==> src/rtl/rtc_cf_pkg.sv <==
// Package: shared register addresses and control bit positions for the
// real-time clock front end. Assumes a 2-bit register address bus.
package rtc_cf_pkg;
    localparam logic [1:0] ADR_SUBSEC  = 2'd0;
    localparam logic [1:0] ADR_SECONDS = 2'd1;
    localparam logic [1:0] ADR_CTRL    = 2'd2;
    localparam int         CF_BIT      = 7;
    localparam int         CIE_BIT     = 4;
endpackage

==> src/rtl/rtc_subsec_counter.sv <==
// Sub-second counter: binary count that steps on each tick and reports a
// wrap pulse when it passes its all-ones value. Assumes tick is a
// one-cycle pulse; reset is synchronous, active low, blocked by retain.
module rtc_subsec_counter #(
    parameter int W = 7
) (
    input  logic         clk,
    input  logic         rst_n,
    input  logic         retain,
    input  logic         tick,
    output logic [W-1:0] count,
    output logic         wrap
);
    localparam logic [W-1:0] TOP = {W{1'b1}};

    logic clear;
    assign clear = !rst_n && !retain;

    // Wrap pulse: tick arriving while the count sits at its top value.
    assign wrap = tick && (count == TOP);

    // Count register: clear on unretained reset, else step per tick.
    always_ff @(posedge clk) begin
        if (clear)
            count <= '0;
        else if (tick)
            count <= count + 1'b1;
    end

    p_subsec_step_r1: assert property (@(posedge clk) disable iff (!rst_n)
        tick |=> (count == $past(count) + 1'b1));
    p_subsec_hold_r1: assert property (@(posedge clk) disable iff (!rst_n)
        !tick |=> $stable(count));
endmodule

==> src/rtl/rtc_bcd_seconds.sv <==
// Seconds counter: two BCD digits stepped by the sub-second wrap, running
// from 00 to TENS_MAX9 and back to 00. Assumes step is a one-cycle pulse.
module rtc_bcd_seconds #(
    parameter int TENS_MAX = 5
) (
    input  logic       clk,
    input  logic       rst_n,
    input  logic       retain,
    input  logic       step,
    output logic [3:0] tens,
    output logic [3:0] ones
);
    localparam logic [3:0] TENS_LIM = 4'(TENS_MAX);
    localparam logic [3:0] ONES_LIM = 4'd9;

    logic clear;
    assign clear = !rst_n && !retain;

    // Ones digit: wraps at nine, else increments on step.
    always_ff @(posedge clk) begin
        if (clear)
            ones <= '0;
        else if (step)
            ones <= (ones == ONES_LIM) ? 4'd0 : ones + 4'd1;
    end

    // Tens digit: advances on ones carry, wraps at its limit.
    always_ff @(posedge clk) begin
        if (clear)
            tens <= '0;
        else if (step && (ones == ONES_LIM))
            tens <= (tens == TENS_LIM) ? 4'd0 : tens + 4'd1;
    end

    p_bcd_range_r2: assert property (@(posedge clk) disable iff (!rst_n)
        (ones <= ONES_LIM) && (tens <= TENS_LIM));
    p_bcd_hold_r2: assert property (@(posedge clk) disable iff (!rst_n)
        !step |=> $stable({tens, ones}));
endmodule

==> src/rtl/rtc_race_detect.sv <==
// Race detector: flags a tick that lands in the cycle of a counter read
// or the cycle right after it. Assumes the read data is captured on the
// edge that samples the read strobe.
module rtc_race_detect (
    input  logic clk,
    input  logic rst_n,
    input  logic rd_ctr,
    input  logic tick,
    output logic race_set
);
    logic rd_ctr_q;

    // Remember that the previous cycle held a counter read.
    always_ff @(posedge clk) begin
        if (!rst_n)
            rd_ctr_q <= 1'b0;
        else
            rd_ctr_q <= rd_ctr;
    end

    // Race: a tick within the two-cycle window opened by a counter read.
    assign race_set = tick && (rd_ctr || rd_ctr_q);

    p_race_late_r3: assert property (@(posedge clk) disable iff (!rst_n)
        rd_ctr |=> (!tick || race_set));
    p_race_needs_tick_r10: assert property (@(posedge clk) disable iff (!rst_n)
        race_set |-> tick);
endmodule

==> src/rtl/rtc_ctrl_reg.sv <==
// Control register: bit 7 is the carry flag (set by hardware race or by
// software writing 1, cleared by writing 0), bits 6:0 are plain storage
// with bit 4 gating the interrupt. The carry flag has no reset.
module rtc_ctrl_reg (
    input  logic       clk,
    input  logic       rst_n,
    input  logic       retain,
    input  logic       wr_ctrl,
    input  logic [7:0] wr_data,
    input  logic       race_set,
    output logic [7:0] ctrl,
    output logic       irq
);
    import rtc_cf_pkg::*;

    logic       cf;
    logic [6:0] low;

    // Lower control bits: cleared by unretained reset, loaded on write.
    always_ff @(posedge clk) begin
        if (!rst_n && !retain)
            low <= '0;
        else if (wr_ctrl)
            low <= wr_data[6:0];
    end

    // Carry flag: hardware race wins over a software write in one cycle.
    always_ff @(posedge clk) begin
        if (race_set)
            cf <= 1'b1;
        else if (wr_ctrl)
            cf <= wr_data[CF_BIT];
    end

    assign ctrl = {cf, low};
    assign irq  = cf && low[CIE_BIT];

    p_cf_race_r6: assert property (@(posedge clk) disable iff (!rst_n)
        race_set |=> cf);
    p_cf_write_r4: assert property (@(posedge clk) disable iff (!rst_n)
        (wr_ctrl && !race_set) |=> (cf == $past(wr_data[CF_BIT])));
    p_irq_gate_r7: assert property (@(posedge clk) disable iff (!rst_n)
        !low[CIE_BIT] |-> !irq);
endmodule

==> src/rtl/rtc_carry_frontend.sv <==
// Top: real-time clock counter front end. Joins the sub-second and BCD
// seconds counters, the race detector and the control register behind a
// synchronous register bus with registered read data.
module rtc_carry_frontend #(
    parameter int SUB_W    = 7,
    parameter int TENS_MAX = 5
) (
    input  logic       clk,
    input  logic       rst_n,
    input  logic       retain,
    input  logic       tick,
    input  logic [1:0] addr,
    input  logic       wr_en,
    input  logic [7:0] wr_data,
    input  logic       rd_en,
    output logic [7:0] rd_data,
    output logic       irq
);
    import rtc_cf_pkg::*;

    logic [SUB_W-1:0] sub_cnt;
    logic             sub_wrap;
    logic [3:0]       sec_tens;
    logic [3:0]       sec_ones;
    logic             rd_ctr;
    logic             race_set;
    logic             wr_ctrl;
    logic [7:0]       ctrl;
    logic [7:0]       rd_next;

    assign rd_ctr  = rd_en && ((addr == ADR_SUBSEC) || (addr == ADR_SECONDS));
    assign wr_ctrl = wr_en && (addr == ADR_CTRL);

    rtc_subsec_counter #(.W(SUB_W)) u_sub (
        .clk(clk), .rst_n(rst_n), .retain(retain), .tick(tick),
        .count(sub_cnt), .wrap(sub_wrap)
    );

    rtc_bcd_seconds #(.TENS_MAX(TENS_MAX)) u_sec (
        .clk(clk), .rst_n(rst_n), .retain(retain), .step(sub_wrap),
        .tens(sec_tens), .ones(sec_ones)
    );

    rtc_race_detect u_race (
        .clk(clk), .rst_n(rst_n), .rd_ctr(rd_ctr), .tick(tick),
        .race_set(race_set)
    );

    rtc_ctrl_reg u_ctrl (
        .clk(clk), .rst_n(rst_n), .retain(retain), .wr_ctrl(wr_ctrl),
        .wr_data(wr_data), .race_set(race_set), .ctrl(ctrl), .irq(irq)
    );

    // Read mux: select the addressed register, unused address reads zero.
    always_comb begin
        case (addr)
            ADR_SUBSEC:  rd_next = 8'(sub_cnt);
            ADR_SECONDS: rd_next = {sec_tens, sec_ones};
            ADR_CTRL:    rd_next = ctrl;
            default:     rd_next = 8'h00;
        endcase
    end

    // Read data register: capture on read strobe, hold otherwise.
    always_ff @(posedge clk) begin
        if (!rst_n)
            rd_data <= 8'h00;
        else if (rd_en)
            rd_data <= rd_next;
    end

    p_rd_hold_r10: assert property (@(posedge clk) disable iff (!rst_n)
        !rd_en |=> $stable(rd_data));
    p_spare_zero_r9: assert property (@(posedge clk) disable iff (!rst_n)
        (rd_en && (addr == 2'd3)) |=> (rd_data == 8'h00));
endmodule

==> config.mk <==
export PLATFORM = sky130hd
export DESIGN_NAME = rtc_carry_frontend
export DESIGN_NICKNAME = d
export VERILOG_FILES = /design/src/rtl/rtc_cf_pkg.sv /design/src/rtl/rtc_subsec_counter.sv /design/src/rtl/rtc_bcd_seconds.sv /design/src/rtl/rtc_race_detect.sv /design/src/rtl/rtc_ctrl_reg.sv /design/src/rtl/rtc_carry_frontend.sv
export SDC_FILE = /design/constraint.sdc
export NUM_CORES = 1
export LEC_CHECK = 0
export BUFFER_PORTS_ARGS = -buffer_cell sky130_fd_sc_hd__buf_2
export CORE_MARGIN = 2
export CORE_UTILIZATION = 35
export DETAILED_ROUTE_END_ITERATION = 8
export PLACE_DENSITY = 0.63
export SLEW_MARGIN = 20
export SYNTH_ARGS = -nofsm -noshare
export SYNTH_HDL_FRONTEND = slang
export SYNTH_SLANG_ARGS = --single-unit
==> constraint.sdc <==
create_clock -name clk -period 3.3 [get_ports clk]
set_clock_uncertainty 0.2 [all_clocks]
set_input_delay 0.495 -clock clk [delete_from_list [all_inputs] [get_ports clk]]
set_output_delay 0.495 -clock clk [all_outputs]
set_load 0.01 [all_outputs]
==> impl_metrics.toml, run 1 <==
[layout]
final_cell_area_sq_mm = 0.00169
drive_above_1_share_pct = 18.6
diodes = 0
syn_to_final_growth_pct = 18.2
fin_nets = 210

[setup_path]
path_max_fanout = 12
startpoint_type = "flop"
crit_arrival_ns = 2.22
crit_type = "flop to flop"
endpoint_kind = "flop"
crit_required_ns = 3.28

[clocking]
cts_tree = "yes"
cts-root-buf = "clkbuf_8"
cts_hold_buf = 0
clock_path_buffers = 2
ctsResizeCount = 0
clk_latency_ns = 0.28
postCtsSetupRepairBufs = 0
cts_buffers = 5
clkSinkCount = 32
h-tree-depth = 2
clkTransAtPathRegs_ns = 0.07

[sta]
fin_ws_ns = 1.07
final-hold-violation-count = 0
worst_slew_pin_slew_ns = 0.560
setup_violations = 0
min_period_ns = 2.23
timing.final.crit_share_pct = 67.7
rsz0062_at_grt = "no"
max_freq_mhz = 448
timing.setup.tns_ns = 0
whs_ns = 0.242
drv_slew = 0
slew_headroom_pct = 62.5

[yosys]
synth_top_area_share_pct = 44.8
synth-edff-count = 0
yosys_most_used_dff = "dfxtp_1"
synth_fp_nets = 188
ys_top_cells_by_count = "dfxtp_1 (32), a21oi_1 (21), nor2_1 (17)"
ys_types = 31
yosys_warnings = 0
ys_seq_area_share_pct = 44.8
yosys.area.top_type = "dfxtp_1"
yosysMostFrequentCell = "dfxtp_1"
async_flop_share_pct = 0
synth_area_sq_mm = 0.00143
synth.area.top_cells = "dfxtp_1 (45%), a21oi_1 (7.4%), mux2i_1 (6.3%)"
syn_area_per_cell_sq_um = 8.36
netlist_instances = 171
ys_ff_latch = 32

[global_route]
antenna_found_initial = 0
grt_overflow = 0
grt_start_max_net_pins = 18
grt_usage_pct = 15.3
grt_pass1_wl_um = 5100
grt_pass1_vias = 1110

[routing]
vias_per_cell = 5.08
wl_um = 3150
drcViolationCount = 0
ant_nets = 0
drtIter0Drc = 55
routedWlPerCell_um = 12.9
routed-via-count = 1239
firstDrtPassIters = 4

[place]
portBuffers = 24
placed_area_sq_mm = 0.00158
dp_hpwl_um = 2200
preCtsSetupSlack_ns = 1.02
routabilityCongestion = 0.727

[die]
start_util_pct = 36.0
pin_count = 25
num_rows = 23
die_h_um = 67.9
die_w_um = 67.9
die_area_sq_mm = 0.00461
core_area_sq_mm = 0.00397

[outcome]
run_status = "finished, final reports clean"

[min_path]
hold_class = "input port to flop"

[pwr]
total_power_uw = 909
power.density_mw_per_mm2 = 538
ir_drop_uv = 342
leakagePower_nw = 0.681

[run]
max_cap_violations = 0
[power by group]
part           internal (mW)  switching [mW]  leakage, nW  total [mW]
clock network          0.224           0.143       0.0552       0.367
registers              0.418          0.0252        0.262       0.443
logic                 0.0450          0.0548        0.365      0.0998
total                  0.687           0.223        0.681       0.909
[cells by family after synthesis]
| logic type | after synthesis | synth area share, % |
|---|---|---|
| simple gates | 60 | 21.4 |
| buf+inv | 16 | 4.47 |
| mux | 9 | 6.30 |
| xor+xnor | 6 | 3.68 |
| flops | 32 | 44.8 |
| fa+ha+maj | 1 | 0.876 |
| compound gates | 47 | 18.5 |
[cell type report]
cell class / instances / area [sq um]
Fill cell: 423 / 2280
Multi-Input combinational cell: 123 / 724
Sequential cell: 32 / 641
Timing Repair Buffer: 26 / 135
Clock buffer: 6 / 72.6
Tap cell: 50 / 62.6
Clock inverter: 2 / 35.0
Inverter: 5 / 18.8
[metal layers]
layer	global-route usage, %	vias up	routed length, um
met5	0	-	0
met4	7.50	0	66
met3	5.92	6	165
met2	21.9	20	1330
met1	20.0	567	1590
li1	-	646	-
[through the flow]
step | utilization (%) | std cells
final | 42.5 | 244
after detailed placement | 39.8 | 236
after global placement | 39.8 | 236
after global routing | 42.5 | 244
after CTS | 42.5 | 244
after floorplan | - | 171
[worst paths after layout]
check,cells past startpoint,from,end,slack (ns)
worst max-delay path,5,u_sub.count[0],u_sec.tens[2],1.07
worst min-delay path,3,wr_data[7],u_ctrl.cf,0.24
worst min register to register,2,u_ctrl.low[0],u_ctrl.low[0],0.26
worst max register to register,5,u_sub.count[0],u_sec.tens[2],1.07
[placed cells by master (no fill, tap or decap)]
cell type,count
xor2_1,3
dfxtp_1,32
nor3b_1,1
clkbuf_8,5
o21ai_1,1
nor4_1,1
mux2i_1,9
nand3_1,10
o311ai_0,1
nand4_1,4
inv_1,5
o211a_1,1
or3_1,3
or4_1,1
a31o_2,1
or3b_4,1
nor2b_1,3
o31ai_1,1
nor3_1,2
nor4_4,1
a32o_1,1
ha_1,1
o21ai_0,13
and2_1,2
bufinv_16,1
xnor2_1,3
nand2_1,14
a21oi_1,21
clkbuf_1,1
nor2_1,17
clkinv_2,1
a31oi_1,7
buf_4,2
buf_2,24
[flip-flops by register name, summed over array words and instances, names as in the netlist]
| register | flops |
|---|---|
| u_race.rd_ctr_q | 1 |
| rd_data | 8 |
| u_ctrl.low | 7 |
| u_sub.count | 7 |
| u_ctrl.cf | 1 |
| u_sec.ones | 4 |
| u_sec.tens | 4 |
[worst max-delay path: stages, from the launching register on]
cell     delay (ns)
dfxtp_1        0.40
ha_1           0.19
nand4_1        0.42
nor4_4         0.54
o21ai_1        0.12
a32o_1         0.27
Note: power is estimated with default switching activity, not from simulation.
==> run 2: changes to the inputs <==
- ABC_AREA: default -> 1
- PLACE_DENSITY: 0.63 -> 0.65
- clock period: 3.3 -> 1.85 ns (I/O delays scaled with it)
==> impl_metrics.toml, run 2 <==
[setup_path]
slowest_stage = "dfxtp_1"
crit_arrival_ns = 1.51
crit_type = "flop to flop"
path_max_fanout = 7
rr_startpoint = "u_sub.count[0]"
r2r_slack_ns = 0.33
worst_r2r_endpoint = "u_sec.ones[2]"
path_delay_family = "simple AND/OR/NAND/NOR gates"
endpoint_kind = "flop"
crit_required_ns = 1.84
cp_num_cells = 8
max_stage_delay_ns = 0.38
crit_top_cell = "nand2_1"
timing.critical_path.buf_inv = 1
cp_cell_sequence = "ha_1 > nand2_2 > nor2_4 > nand2_4 > nand2_1 > o21ai_0 > nand2_1 > inv_1"
ff2ff_path_depth = 8
startpoint_type = "flop"

[die]
start_util_pct = 36.7
num_rows = 23
pin_count = 25
die_area_sq_mm = 0.00480
die_h_um = 69.3
core_area_sq_mm = 0.00406
die_w_um = 69.3

[yosys]
async_flop_share_pct = 0
yosys.area_share.adder_pct = 0.840
yosysMostFrequentCell = "nand2_1"
synth_fp_nets = 236
synthSimpleGateAreaFrac_pct = 36.9
synth-edff-count = 0
ys_top_cells_by_count = "nand2_1 (70), dfxtp_1 (32), nand3_1 (21), nor2_1 (21), a21oi_1 (20)"
synth-xor-area-share_pct = 0.588
syn_area_per_cell_sq_um = 6.80
yosys_most_used_dff = "dfxtp_1"
yosys_warnings = 0
synth.area.top_cells = "dfxtp_1 (43%), nand2_1 (18%), nand3_1 (7.1%)"
muxShareOfSynthArea_pct = 0
synth_area_sq_mm = 0.00149
synth_top_family_by_area = "simple AND/OR/NAND/NOR gates"
ys_types = 24
yosys.area.top_type = "dfxtp_1"
ys_seq_area_share_pct = 43.0
ys_ff_latch = 32
netlist_instances = 219
synth_top_area_share_pct = 43.0
synth_compound_area_share_pct = 11.5

[place]
placed_cells = 290
portBuffers = 24
dp_hpwl_um = 2460
routabilityCongestion = 0.769

[clocking]
postCtsSetupRepairBufs = 0
clock_path_buffers = 2
clkTransAtPathRegs_ns = 0.07
cts_hold_buf = 0
cts_buffers = 5
h-tree-depth = 2
ctsResizeCount = 0
clkSinkCount = 32
cts-root-buf = "clkbuf_8"
clk_latency_ns = 0.29
cts_tree = "yes"

[global_route]
grt_pass1_wl_um = 5990
grt_start_max_net_pins = 13
grt_overflow = 0
grt_pass1_vias = 1304
antenna_found_initial = 0
grt_usage_pct = 15.6

[layout]
largest_reg_flops = 8
instances_no_fill = 297
syn_to_final_growth_pct = 17.8
largestRegisters = "rd_data (8), u_ctrl.low (7), u_sub.count (7)"
layout_commonest_cell = "nand2_1"
layout_common_cells = "nand2_1 (70), dfxtp_1 (32), buf_2 (24)"
top_register = "rd_data"
fin_nets = 264
drive_above_1_share_pct = 17.0
diodes = 0

[sta]
rsz0062_at_grt = "no"
worst_slew_pin_slew_ns = 0.461
timing.setup.tns_ns = 0
final-hold-violation-count = 0
drv_slew = 0
min_period_ns = 1.52
timing.final.crit_share_pct = 82.1
setup_violations = 0
max_freq_mhz = 659
slew_headroom_pct = 69.1

[routing]
vias_per_cell = 4.75
drcViolationCount = 0
ant_nets = 0
drtIter0Drc = 71
firstDrtPassIters = 4
wl_um = 3320
routedWlPerCell_um = 11.2
routed-via-count = 1411

[min_path]
min_to = "u_ctrl.cf"
min_from = "wr_data[7]"
hold_class = "input port to flop"
hold_depth = 3

[pwr]
leakagePower_nw = 0.787
ir_drop_uv = 290
power.density_mw_per_mm2 = 859

[run]
max_cap_violations = 0

[outcome]
run_status = "finished, final reports clean"
==> run 2: cell count changes in the layout (fill, tap and decap cells not counted), moves of 3 or more <==
cell     change
mux2i_1      -9
xor2_1       -3
nor2_1       +4
nor2b_1      -3
nand2_1     +56
inv_1       +13
nand3_1     +11
a31oi_1      -6
nor2_4       +3
or3_1        -3
o21ai_0      -5
==> run 2: how the worst max path moves through the flow <==
stage	startpoint	to	slack [ns]
global placement	u_sub.count[0]	u_sec.tens[2]	0.37
global route	u_sub.count[0]	u_sec.tens[3]	0.15
finish	u_sub.count[0]	u_sec.ones[2]	0.33
floorplan	u_sub.count[0]	u_sec.tens[3]	0.44
detailed placement	u_sub.count[0]	u_sec.ones[2]	0.33
CTS	u_sub.count[0]	u_sec.ones[2]	0.33
==> run 2: tightest hold or removal path: cells and delay by family <==
| family | cells | cell delay (ns) |
|---|---|---|
| AND/OR/NAND/NOR | 2 | 0.15 |
| buffers and inverters | 1 | 0.07 |
==> run 2: cell type report <==
cell class,count,area (sq um)
clock buffer,7,96.3
fill,446,2300
tap,50,62.6
inverter,21,78.8
sequential,32,641
multi-input combinational,161,742
timing repair buffer,26,135
==> run 2: cells by family (layout without fill, tap and decap cells) <==
logic type / Yosys count / count (layout)
simple gates: 126 / 126
compound gates: 33 / 33
flops: 32 / 32
buf+inv: 26 / 54
fa+ha+maj: 1 / 1
xor+xnor: 1 / 1
==> run 2: where the power goes <==
| group | leakage, nW | switching [mW] | internal [mW] |
|---|---|---|---|
| logic | 0.476 | 0.0965 | 0.0636 |
| registers | 0.261 | 0.0299 | 0.732 |
| clock network | 0.0503 | 0.255 | 0.331 |
==> run 2: stage by stage <==
stage               total power [mW]  hold slack (ns)  setup WS (ns)  cell area [sq um]  utilization [%]
finish                          1.51           0.0371          0.332               1760             43.3
detailed placement             0.937            0.253          0.330               1660             40.9
global route                    1.58           0.0445          0.150               1760             43.3
floorplan                      0.882            0.157          0.442               1490                -
global placement               0.935            0.251          0.374               1660             40.9
CTS                             1.52           0.0432          0.329               1760             43.3
==> run 2: metal layers <==
layer | track usage [%] | vias to the layer above | wire length [um]
met2 | 23.0 | 29 | 1410
met5 | 0 | - | 0
met3 | 5.52 | 6 | 160
met4 | 5.88 | 0 | 49
met1 | 21.0 | 616 | 1700
li1 | - | 760 | -
==> run 3: changes to the inputs <==
- PLACE_DENSITY: 0.65 -> 0.63
- clock period: 1.85 -> 1.4 ns (I/O delays scaled with it)
==> impl_metrics.toml, run 3 (synthesis results as in run 2) <==
[outcome]
run_status = "complete, but fails checks"
violations = "setup timing"

[routing]
drtIter0Drc = 58
routed-via-count = 1504
wl_um = 3690
drcViolationCount = 0
vias_per_cell = 4.69
routedWlPerCell_um = 11.5
ant_nets = 0
firstDrtPassIters = 4

[place]
preCtsSetupSlack_ns = -0.0187
placed_area_sq_mm = 0.00173
dp_hpwl_um = 2560
routabilityCongestion = 0.809
portBuffers = 24

[pwr]
total_power_mw = 2.06
power.density_mw_per_mm2 = 1020
leakagePower_nw = 0.900
ir_drop_uv = 402

[layout]
fin_nets = 287
layout_common_cells = "nand2_1 (67), dfxtp_1 (29), buf_2 (24)"
syn_to_final_growth_pct = 35.3
largest_reg_flops = 8
largestRegisters = "rd_data (8), u_ctrl.low (7), u_sub.count (7)"
layout_commonest_cell = "nand2_1"
diodes = 0
top_register = "rd_data"
drive_above_1_share_pct = 24.7
final_cell_area_sq_mm = 0.00202

[run]
max_cap_violations = 0

[clocking]
clkSinkCount = 32
clkTransAtPathRegs_ns = 0.07
h-tree-depth = 2
cts-root-buf = "clkbuf_8"
cts_buffers = 5
clk_latency_ns = 0.29
cts_tree = "yes"
clock_path_buffers = 2

[die]
num_rows = 23
die_h_um = 69.3
core_area_sq_mm = 0.00406
pin_count = 25
start_util_pct = 36.7
die_w_um = 69.3
die_area_sq_mm = 0.00480

[sta]
drv_slew = 0
timing.setup.tns_ns = -0.00695
final-hold-violation-count = 0
rsz0062_at_grt = "yes"
timing.final.crit_share_pct = 100
worst_slew_pin_slew_ns = 0.384
whs_ns = 0.0468
min_period_ns = 1.41
max_freq_mhz = 711
fin_ws_ns = -0.00695
setup_violations = 1
slew_headroom_pct = 74.4

[global_route]
grt_usage_pct = 16.5
grt_overflow = 0
antenna_found_initial = 0
grt_pass1_vias = 1421
grt_start_max_net_pins = 13
grt_pass1_wl_um = 6290

[setup_path]
path_max_fanout = 3
endpoint_kind = "flop"
crit_arrival_ns = 1.38
crit_required_ns = 1.38
crit_top_cell = "buf_4"
path_delay_family = "flip-flops"
startpoint_type = "flop"
slowest_stage = "dfxtp_2"
max_stage_delay_ns = 0.36
crit_type = "flop to flop"
cp_cell_sequence = "ha_4 > nand2_4 > nor2_4 > buf_4 > buf_4 > a21oi_1 > o21a_1"
timing.critical_path.buf_inv = 2

[min_path]
hold_class = "input port to flop"
[run 3: cell type report]
| type | count | area, sq um |
|---|---|---|
| fillers | 415 | 2040 |
| clock buffers | 7 | 86.3 |
| flip-flops and latches | 32 | 644 |
| repair buffers | 49 | 333 |
| multi-input cells | 161 | 802 |
| well taps | 50 | 62.6 |
| inverters | 21 | 81.3 |
| clock inverters | 1 | 7.51 |
[run 3: repair_timing]
action,in CTS,in global routing
setup buffers,1,3
pin swaps,5,4
resized for setup,8,10
hold endpoints to repair,10,0
hold buffers,10,0
setup endpoints to repair,5,9
[run 3: worst register-to-register path, stage by stage (launching register included)]
cell and delay (ns):
dfxtp_2 0.36, ha_4 0.14, nand2_4 0.06, nor2_4 0.13, buf_4 0.13, buf_4 0.12, a21oi_1 0.06, o21a_1 0.10
[run 3: worst paths after layout]
check	from	to	slack [ns]	cells past startpoint
worst max register to register	u_sub.count[1]	u_sub.count[4]	-0.007	7
worst max-delay path	u_sub.count[1]	u_sub.count[4]	-0.007	7
worst min-delay path	tick	u_sub.count[1]	0.05	2
worst min register to register	u_ctrl.low[5]	u_ctrl.low[5]	0.26	2
[run 3: metrics by stage]
step	util [%]	cells
after global placement	42.6	299
after detailed placement	42.6	299
after global routing	49.7	321
final	49.7	321
after floorplan	-	219
after CTS	48.2	318
[run 3: layer usage]
layer	track usage, %	share of wire [%]	vias up
met5	0	0	-
met4	7.63	1.6	0
met3	4.65	3.3	5
met2	26.4	48	25
met1	20.6	48	666
li1	-	-	808
[run 3: power by group]
group / switching (mW) / internal, mW / total [mW]
clock network: 0.346 / 0.399 / 0.745
logic: 0.155 / 0.144 / 0.299
registers: 0.0410 / 0.971 / 1.01
total: 0.543 / 1.51 / 2.06
